## src/rtl/cjt_seq_pkg.sv

```systemverilog
package cjt_seq_pkg;

   typedef enum logic {
      SEQ_IDLE = 1'b0,
      SEQ_RUN  = 1'b1
   } seq_state_e;

   typedef struct packed {
      logic clk_ln;
      logic dat_ln;
   } link_pair_t;

   localparam int ACT_BITS = 12;

   // Activation word, bit 0 leaves first: code nibble, extension nibble, check nibble
   function automatic logic [ACT_BITS-1:0] act_word(input logic four_wire);
      logic [3:0] code_nib;
      logic [3:0] ext_nib;
      logic [3:0] chk_nib;
      code_nib = four_wire ? 4'b1000 : 4'b1100;
      ext_nib  = 4'b1000;
      chk_nib  = 4'b0000;
      return {chk_nib, ext_nib, code_nib};
   endfunction

endpackage

```

## src/rtl/cjt_phase_timer.sv

```systemverilog
module cjt_phase_timer #(
   parameter int DIV_W = 8
) (
   input  logic             clk,
   input  logic             rst_n,
   input  logic             run_i,
   input  logic [DIV_W-1:0] limit_i,
   output logic             tick_o
);

   logic [DIV_W-1:0] cnt_q;

   assign tick_o = run_i && (cnt_q == limit_i);

   always_ff @(posedge clk or negedge rst_n) begin
      if (!rst_n) begin
         cnt_q <= '0;
      end else if (!run_i || tick_o) begin
         cnt_q <= '0;
      end else begin
         cnt_q <= cnt_q + 1'b1;
      end
   end


   cnt_bound_chk: assert property (@(posedge clk) disable iff (!rst_n)
      run_i |-> (cnt_q <= limit_i));


   cnt_idle_clear_chk: assert property (@(posedge clk) disable iff (!rst_n)
      !run_i |=> (cnt_q == '0));

endmodule

```

## src/rtl/cjt_step_decode.sv

```systemverilog
module cjt_step_decode
   import cjt_seq_pkg::*;
#(
   parameter int RST_TOGGLES = 8,
   parameter int PAD_PULSES  = 3,
   parameter int SEL_TOGGLES = 6,
   parameter int STEP_W      = 6
) (
   input  logic [STEP_W-1:0]   step_i,
   input  logic [ACT_BITS-1:0] word_i,
   output link_pair_t          line_o
);

   localparam int RST_BEG = 1;
   localparam int RST_LEN = RST_TOGGLES + 1;
   localparam int PAD_BEG = RST_BEG + RST_LEN + 1;
   localparam int PAD_LEN = 2 * PAD_PULSES;
   localparam int SEL_BEG = PAD_BEG + PAD_LEN;
   localparam int SEL_LEN = SEL_TOGGLES + 1;
   localparam int PKT_BEG = SEL_BEG + SEL_LEN;
   localparam int PKT_LEN = 2 * ACT_BITS;
   localparam int IDX_W   = $clog2(ACT_BITS);

   logic [STEP_W-1:0] rel_rst;
   logic [STEP_W-1:0] rel_pad;
   logic [STEP_W-1:0] rel_sel;
   logic [STEP_W-1:0] rel_pkt;
   logic [IDX_W-1:0]  bit_idx;
   logic              in_rst, in_pad, in_sel, in_pkt;

   assign rel_rst = step_i - STEP_W'(RST_BEG);
   assign rel_pad = step_i - STEP_W'(PAD_BEG);
   assign rel_sel = step_i - STEP_W'(SEL_BEG);
   assign rel_pkt = step_i - STEP_W'(PKT_BEG);
   assign bit_idx = IDX_W'(rel_pkt >> 1);

   assign in_rst = (step_i >= STEP_W'(RST_BEG)) && (step_i < STEP_W'(RST_BEG + RST_LEN));
   assign in_pad = (step_i >= STEP_W'(PAD_BEG)) && (step_i < STEP_W'(PAD_BEG + PAD_LEN));
   assign in_sel = (step_i >= STEP_W'(SEL_BEG)) && (step_i < STEP_W'(SEL_BEG + SEL_LEN));
   assign in_pkt = (step_i >= STEP_W'(PKT_BEG)) && (step_i < STEP_W'(PKT_BEG + PKT_LEN));

   always_comb begin
      line_o = '0;
      if (in_rst) begin
         line_o.clk_ln = 1'b1;
         line_o.dat_ln = rel_rst[0];
      end else if (in_pad) begin
         line_o.clk_ln = ~rel_pad[0];
         line_o.dat_ln = 1'b0;
      end else if (in_sel) begin
         line_o.clk_ln = 1'b1;
         line_o.dat_ln = rel_sel[0];
      end else if (in_pkt) begin
         line_o.clk_ln = rel_pkt[0];
         line_o.dat_ln = word_i[bit_idx];
      end
   end

endmodule

```

## src/rtl/cjt_line_drive.sv

```systemverilog
module cjt_line_drive
   import cjt_seq_pkg::*;
#(
   parameter bit OUT_REG = 1'b1
) (
   input  logic       clk,
   input  logic       rst_n,
   input  logic       en_i,
   input  link_pair_t line_i,
   output logic       tckc_o,
   output logic       tmsc_o
);

   link_pair_t gated;
   assign gated = en_i ? line_i : '0;

   generate
      if (OUT_REG) begin : g_flop
         link_pair_t line_q;
         always_ff @(posedge clk or negedge rst_n) begin
            if (!rst_n) line_q <= '0;
            else        line_q <= gated;
         end
         assign tckc_o = line_q.clk_ln;
         assign tmsc_o = line_q.dat_ln;


         idle_line_chk: assert property (@(posedge clk) disable iff (!rst_n)
            !$past(en_i) |-> (!tckc_o && !tmsc_o));
      end else begin : g_wire
         assign tckc_o = gated.clk_ln;
         assign tmsc_o = gated.dat_ln;
      end
   endgenerate

endmodule

```

## src/rtl/cjtag_activation_seq.sv

```systemverilog
module cjtag_activation_seq
   import cjt_seq_pkg::*;
#(
   parameter int DIV_W       = 8,
   parameter int RST_TOGGLES = 8,
   parameter int PAD_PULSES  = 3,
   parameter int SEL_TOGGLES = 6,
   parameter bit OUT_REG     = 1'b1
) (
   input  logic             clk,
   input  logic             rst_n,
   input  logic             start_i,
   input  logic             mode_jscan3_i,
   input  logic [DIV_W-1:0] half_period_i,
   output logic             tckc_o,
   output logic             tmsc_o,
   output logic             busy_o,
   output logic             done_o,
   output logic             sel_4wire_o
);

   localparam int NSTEPS = 1 + (RST_TOGGLES + 1) + 1 + 2 * PAD_PULSES
                         + (SEL_TOGGLES + 1) + 2 * ACT_BITS + 1;
   localparam int LAST   = NSTEPS - 1;
   localparam int STEP_W = $clog2(NSTEPS);

   generate
      if (RST_TOGGLES < 2 || (RST_TOGGLES % 2) != 0) begin : g_bad_rst
         $error("RST_TOGGLES must be even and at least 2");
      end
      if (SEL_TOGGLES < 2 || (SEL_TOGGLES % 2) != 0) begin : g_bad_sel
         $error("SEL_TOGGLES must be even and at least 2");
      end
      if (PAD_PULSES < 1) begin : g_bad_pad
         $error("PAD_PULSES must be at least 1");
      end
      if (DIV_W < 1) begin : g_bad_div
         $error("DIV_W must be at least 1");
      end
   endgenerate

   seq_state_e        st_q;
   logic [STEP_W-1:0] step_q;
   logic [DIV_W-1:0]  div_q;
   logic              mode_q;
   logic              done_q;
   logic              sel_q;
   logic              tick;
   logic              busy;
   link_pair_t        line;

   assign busy = (st_q == SEQ_RUN);

   cjt_phase_timer #(.DIV_W(DIV_W)) u_timer (
      .clk     (clk),
      .rst_n   (rst_n),
      .run_i   (busy),
      .limit_i (div_q),
      .tick_o  (tick)
   );

   cjt_step_decode #(
      .RST_TOGGLES (RST_TOGGLES),
      .PAD_PULSES  (PAD_PULSES),
      .SEL_TOGGLES (SEL_TOGGLES),
      .STEP_W      (STEP_W)
   ) u_decode (
      .step_i (step_q),
      .word_i (act_word(mode_q)),
      .line_o (line)
   );

   cjt_line_drive #(.OUT_REG(OUT_REG)) u_drive (
      .clk    (clk),
      .rst_n  (rst_n),
      .en_i   (busy),
      .line_i (line),
      .tckc_o (tckc_o),
      .tmsc_o (tmsc_o)
   );

   always_ff @(posedge clk or negedge rst_n) begin
      if (!rst_n) begin
         st_q   <= SEQ_IDLE;
         step_q <= '0;
         div_q  <= '0;
         mode_q <= 1'b0;
         done_q <= 1'b0;
         sel_q  <= 1'b0;
      end else begin
         done_q <= 1'b0;
         case (st_q)
            SEQ_IDLE: begin
               if (start_i) begin
                  st_q   <= SEQ_RUN;
                  step_q <= '0;
                  div_q  <= half_period_i;
                  mode_q <= mode_jscan3_i;
                  sel_q  <= 1'b0;
               end
            end
            SEQ_RUN: begin
               if (tick) begin
                  if (step_q == STEP_W'(LAST)) begin
                     st_q   <= SEQ_IDLE;
                     done_q <= 1'b1;
                     sel_q  <= mode_q;
                  end else begin
                     step_q <= step_q + 1'b1;
                  end
               end
            end
            default: st_q <= SEQ_IDLE;
         endcase
      end
   end

   assign busy_o      = busy;
   assign done_o      = done_q;
   assign sel_4wire_o = sel_q;


   done_pulse_chk: assert property (@(posedge clk) disable iff (!rst_n)
      done_o |=> !done_o);


   done_ends_busy_chk: assert property (@(posedge clk) disable iff (!rst_n)
      done_o |-> (!busy_o && $past(busy_o)));


   sel_low_busy_chk: assert property (@(posedge clk) disable iff (!rst_n)
      busy_o |-> !sel_4wire_o);


   start_ignored_chk: assert property (@(posedge clk) disable iff (!rst_n)
      (busy_o && start_i && !tick) |=> (step_q == $past(step_q)));


   setup_stable_chk: assert property (@(posedge clk) disable iff (!rst_n)
      (busy_o && $past(busy_o)) |-> ($stable(mode_q) && $stable(div_q)));


   step_monotonic_chk: assert property (@(posedge clk) disable iff (!rst_n)
      (busy_o && $past(busy_o)) |-> (step_q >= $past(step_q)));

endmodule

```

## config.mk

```make
export PLATFORM = sky130hd
export DESIGN_NAME = cjtag_activation_seq
export DESIGN_NICKNAME = d
export VERILOG_FILES = /design/src/rtl/cjt_seq_pkg.sv /design/src/rtl/cjt_phase_timer.sv /design/src/rtl/cjt_step_decode.sv /design/src/rtl/cjt_line_drive.sv /design/src/rtl/cjtag_activation_seq.sv
export SDC_FILE = /design/constraint.sdc
export NUM_CORES = 1
export LEC_CHECK = 0
export ABC_AREA = 1
export BUFFER_PORTS_ARGS = -buffer_cell sky130_fd_sc_hd__buf_2
export CAP_MARGIN = 20
export CELL_PAD_IN_SITES_DETAIL_PLACEMENT = 1
export CELL_PAD_IN_SITES_GLOBAL_PLACEMENT = 2
export CORE_AREA = 2 2 75 77
export DETAILED_ROUTE_END_ITERATION = 16
export DIE_AREA = 0 0 77 79
export PLACE_DENSITY_LB_ADDON = 0.1
export SYNTH_ARGS = -nofsm -noshare
export SYNTH_HDL_FRONTEND = slang
export SYNTH_SLANG_ARGS = --single-unit
```

## constraint.sdc

```tcl
create_clock -name clk -period 1.6 [get_ports clk]
set_clock_uncertainty 0.2 [all_clocks]
set_input_delay 0.08 -clock clk [delete_from_list [all_inputs] [get_ports clk]]
set_output_delay 0.08 -clock clk [all_outputs]
set_load 0.05 [all_outputs]
```

### Word level (Yosys, flattened, before mapping)

Index checks and enable logic that the tools add are counted.

* eq/ne operators: 6
* shift-type cells: 0
* div/mod/pow operators: 0
* $add $sub $neg: 6
* bitwise gates (word level): 2
* $lt $le $gt $ge: 9
* multipliers: 0
* muxes and demuxes: 24
* reduce and logical (&&, ||, !) cells: 10

Operators by type and width (number)
* two-way mux 6 bit: 3
* greater-or-equal comparator 6 x 5 -> 1 bit (second input constant): 2
* less-than comparator 6 x 5 -> 1 bit (second input constant): 2
* one-hot mux 6 bit (2 select lines): 1
* two-way mux 1 bit: 10
* two-way mux 2 bit: 5
* adder 8 x 1 -> 8 bit (second input constant): 1
* == test 8 bit: 1
* two-way mux 8 bit: 1
* adder 6 x 1 -> 6 bit (second input constant): 1
* == test 6 bit (second input constant): 1
* greater-or-equal comparator 6 x 1 -> 1 bit (second input constant): 1
* greater-or-equal comparator 6 x 4 -> 1 bit (second input constant): 1
* less-than comparator 6 x 4 -> 1 bit (second input constant): 1
* less-than comparator 6 bit (second input constant): 1
* AND reduction 3 bit: 2
* logical AND 1 bit: 5
* less-than comparator 4 x 5 -> 1 bit (second input constant): 1
* subtractor 5 bit (second input constant): 1
* binary-select mux 1 bit (select 4 bit): 1
* != test 2 x 1 -> 1 bit (second input constant): 2
* != test 2 bit (second input constant): 2
* one-hot mux 1 bit (2 select lines): 2
* two-way mux 3 bit: 1
* other kinds (5): 8

* logic and storage cells: 66
* register bits: 28
* RAM bits: 0
* memories: 0
* latch bits: 0
* input bits: 12
* ROM bits: 0

### Depth between registers and ports, before layout

* depth in word-level cells: 8
* gate-level depth with buffers: 11
* gate-level depth less buffers: 11

### By module

Synthesis repeated with hierarchy kept, for this count alone.

* cells, all modules: 250
* area total of the unflattened synthesis: 1712.9 um^2

Modules (own cells, without submodules)
* cjtag_activation_seq: cells an instance 103, area an instance 827.0 um^2, times used 1, sequential area each 450.4 um^2
* cjt_phase_timer: cells an instance 71, area an instance 514.2 um^2, times used 1, sequential area each 200.2 um^2
* cjt_step_decode: cells an instance 70, area an instance 306.5 um^2, times used 1, sequential area each 0.0 um^2
* cjt_line_drive: cells an instance 6, area an instance 65.1 um^2, times used 1, sequential area each 50.0 um^2

### Worst setup path before layout

OpenSTA, ideal clock, no wires.

* path type: register to register
* start point: register st_q (netlist: busy_o)
* end point: register sel_q (netlist: sel_4wire_o)
* data required time: 1.274 ns
* stages on the path, launching flop included: 9
* period minus slack after synthesis: 1.695 ns
* path slack: -0.095 ns
* arrival time: 1.369 ns
* cells stage by stage: dfrtp_1 > buf_6 > inv_2 > nor2_1 > nand2_1 > nor2_2 > nand2_1 > nand2_1 > o21ai_0

* word-level cells in the longest chain between the ends: 3
* elaborated cells on any way between the ends: 7
* classes of those cells: eq/ne: 3; mux: 1; bitwise: 1; reduce/logical: 2

Ends and longest elaborated chain
* start, declared: RTL line cjtag_activation_seq.sv:42 `seq_state_e st_q;`
* start signal, assigned: RTL line cjtag_activation_seq.sv:84 `st_q <= SEQ_IDLE;`
* start signal, assigned: RTL line cjtag_activation_seq.sv:95 `st_q <= SEQ_RUN;`
* start signal, assigned: RTL line cjtag_activation_seq.sv:105 `st_q <= SEQ_IDLE;`
* logical AND 1 bit / inverter 1 bit (equally long branches)
* != test 2 x 1 -> 1 bit (no source line) / != test 2 bit (equally long branches)
* AND reduction 3 bit (no source line)
* end signal, assigned: RTL line cjtag_activation_seq.sv:107 `sel_q <= mode_q;`
* end, declared: RTL line cjtag_activation_seq.sv:47 `logic sel_q;`

Several ways; a longest one is shown, not always the timed one.
A chain may end at the register's enable or synchronous reset.

### Worst setup path in the final report

* start point: register step_q[0]
* end point: register step_q[3]

* word-level cells in the longest chain between the ends: 4
* elaborated cells on any way between the ends: 7
* classes of those cells: add/sub: 1; eq/ne: 2; mux: 3; reduce/logical: 1

Ends and longest elaborated chain
* start, declared: RTL line cjtag_activation_seq.sv:43 `logic [STEP_W-1:0] step_q;`
* start signal, assigned: RTL line cjtag_activation_seq.sv:109 `step_q <= step_q + 1'b1;`
* adder 6 x 1 -> 6 bit: RTL line cjtag_activation_seq.sv:109
* two-way mux 6 bit: RTL line cjtag_activation_seq.sv:104 `if (step_q == STEP_W'(LAST)) begin`
* two-way mux 6 bit: RTL line cjtag_activation_seq.sv:103 `if (tick) begin`
* one-hot mux 6 bit (2 select lines): RTL line cjtag_activation_seq.sv:92 `case (st_q)`

Several ways; a longest one is shown, not always the timed one. The select of a mux whose other input is x is not followed.

==> results.md <==
* Total power at 3130 uW
* Mapped Area at 1660 sq um
* Largest net degree at the start of global routing at 17
* Root Buffer: clkbuf_8
* Avg WL per Cell at 12.2 um
* Setup Viol. Count Final at 0
* Synth top cells by count: nand2_1, inv_1, dfrtp_1
* Max FO, Critical Path at 6
* First-pass GRT wire length at 7430 um
* CTS tree: done
* Setup WS pre-CTS at -0.00362 ns
* Top-count cell post-synth: nand2_1
* Final WL at 4420 um
* Comb power frac at 47.1%
* 1st-iter DRT viols at 50
* Initial antenna violation count at 0
* Mapped Avg Cell Area at 7.05 sq um
* # nets final at 308
* Crit path launch type: flip-flop
* Max IR drop VDD at 0.492 mV
* Area leader, netlist: dfrtp_1
* Leak at 0.00124 uW
* All-Layer GR Usage at 15.7%
* Highest metal used: met4
* Met2 WL at 1950 um
* Final std cells w/o fill at 362
* Inst Count DP at 334
* Worst-path clk slew at 0.11 ns
* Setup CP Type: flip-flop to flip-flop
* Final WS setup at 0.0571 ns
* Outcome: completed
* Max-cap violations at 0
* Share of post-route cells with drive strength above 1 at 39.3%
* TNS Setup at 0 ns
* Chip height at 79 um
* CORE AREA at 5340 sq um
* Min Tclk post-route at 1.54 ns
* Row count at 27
* Total CTS buffers at 3
* Fmax at 648 MHz
* Seq/Total Area, Yosys at 42.1%
* CTS Buffer Depth at 2
* Routed vias/inst at 4.31
* DR pass1 iterations at 4
* Grt ovf at 0
* Chip Width at 77 um
* WP data required at 1.59 ns
* Syn Nets at 253
* Final period util at 96.4%
* Diode count at 0
* Ys Warns at 0
* RSZ-0062 raised after global routing: true
* Sw Pwr at 1250 uW
* #FFs+latches synth at 28
* Clock Power Share at 18.7%
* Hold Fails Final Rpt at 0
* Placer Congestion at 0.742
* Routed length on met1 at 2330 um
* P_int at 1880 uW
* Top cells by area in the synthesized netlist: dfrtp_1, nand2_1, inv_1, nor2_1, nand3_1
* I/O Buffers at 16
* Synth top area share at 42.1%
* Clk Latency, worst-skew pair at 0.28 ns
* Relative slew margins at 82.8%
* CTS Sinks at 28
* Vias in the first global route at 1593
* Post-synth EDFFs at 0
* Final Max Tran Viols at 0
* PD cells at 1310 nW/um^2
* H-tree lvl count at 1
* CP arrival at 1.53 ns
* Wire length on met3 at 83 um
* Gate Count Post-Synth at 236
* Vias at 1562
* Synth cell types at 21
* Post-DP HPWL at 3250 um
* Starting Density at 31.2%
* Drc violations at 0
* IO Count at 17
* Hold Path Class: primary input to asynchronous set/reset pin
* Full die area at 6080 sq um
* Final ANT Viol Nets at 0
* Worst slew pin tran at 0.259 ns
* Share of power burned in registers at 34.2%
* Switching Share at 40.1%
* Ys async rst share at 100%
* Syn-to-layout area delta at 43.8%
* Worst Setup End Kind: flip-flop
* Filler cells at 704
* Synth Flop Type: dfrtp_1
[flip-flops by register name (all words and copies together) (netlist names)]
signal and flops:
busy_o 1, done_o 1, div_q 8, u_drive.tmsc_o 1, u_drive.tckc_o 1, mode_q 1, u_timer.cnt_q 8, sel_4wire_o 1
step_q 6
[metal layers]
metal	up-vias	GRT usage [%]
met4	0	4.82
met1	717	22.6
met3	5	2.16
met2	15	24.5
li1	825	-
met5	-	0
[cells by family after synthesis]
logic type,synth area share [%]
DFF,42.1
AOI/OAI and AO/OA,5.11
xor gates and xnor gates,4.74
adders and majority gates,3.76
buffers and inverters,10.4
and+or+nand+nor,33.9
[stage by stage]
| step | util (%) | area [sq um] | hold slack [ns] |
|---|---|---|---|
| after floorplan | - | 1670 | -0.416 |
| after CTS | 39.7 | 2120 | 0.0778 |
| after global routing | 44.8 | 2390 | 0.0788 |
| after detailed placement | 36.0 | 1920 | -0.315 |
| final | 44.8 | 2390 | 0.0702 |
| after global placement | 36.0 | 1920 | -0.318 |
[worst max-delay path: stages, from the launching register on]
cell	delay [ns]
dfrtp_1	0.44
inv_2	0.10
buf_4	0.15
nand2_4	0.06
nor2_4	0.15
nor2_4	0.09
buf_4	0.14
nand3_1	0.07
nand2_1	0.05
[final timing paths]
| path | startpoint | to | slack [ns] | cells after the start |
|---|---|---|---|---|
| setup / recovery | step_q[0]$_DFFE_PN0P_ | step_q[3]$_DFFE_PN0P_ | 0.06 | 8 |
| setup reg to reg | step_q[0]$_DFFE_PN0P_ | step_q[3]$_DFFE_PN0P_ | 0.06 | 8 |
| max in group asynchronous | rst_n | div_q[0]$_DFFE_PN0P_ | 0.62 | 3 |
| min in group clk | half_period_i[4] | div_q[4]$_DFFE_PN0P_ | 0.32 | 4 |
| hold reg to reg | u_timer.cnt_q[0]$_DFF_PN0_ | u_timer.cnt_q[0]$_DFF_PN0_ | 0.33 | 1 |
| hold / removal | rst_n | div_q[2]$_DFFE_PN0P_ | 0.07 | 3 |
[power by group through the flow]
stage | Clock, uW | Sequential [uW] | Combinational (uW)
6_report | 586 | 1070 | 1480
5_1_grt | 629 | 1100 | 1670
3_5_place_dp | 0 | 1070 | 1080
2_1_floorplan | 0 | 1140 | 674
3_3_place_gp | 0 | 1070 | 1070
4_1_cts | 609 | 1060 | 1120
[timing repair]
action / in CTS / in global routing
setup endpoints to repair: 2 / 19
hold endpoints to repair: 38 / 0
setup buffers: 0 / 12
resized for setup: 1 / 66
hold buffers: 12 / 0
pin swaps: 0 / 18
[cell type report]
class	count	area, sq um	share of cell area [%]
clock buffers	3	41.3	1.73
flip-flops and latches	28	709	29.7
multi-input cells	167	963	40.3
inverters	36	135	5.65
well taps	72	90.1	3.77
clock inverters	1	30.0	1.26
repair buffers	55	423	17.7
[cell usage in the layout, fill, tap and decap left out, types with 7 or more instances in the layout]
cell,count
inv_2,10
nand3_2,7
dfrtp_2,7
nand3_1,11
nand2_1,60
o21ai_0,8
buf_2,16
nor2_1,20
dlygate4sd3_1,12
inv_1,26
nand2_2,21
dfrtp_1,21
buf_4,24
No activity file was read; power rests on OpenSTA's default activity.
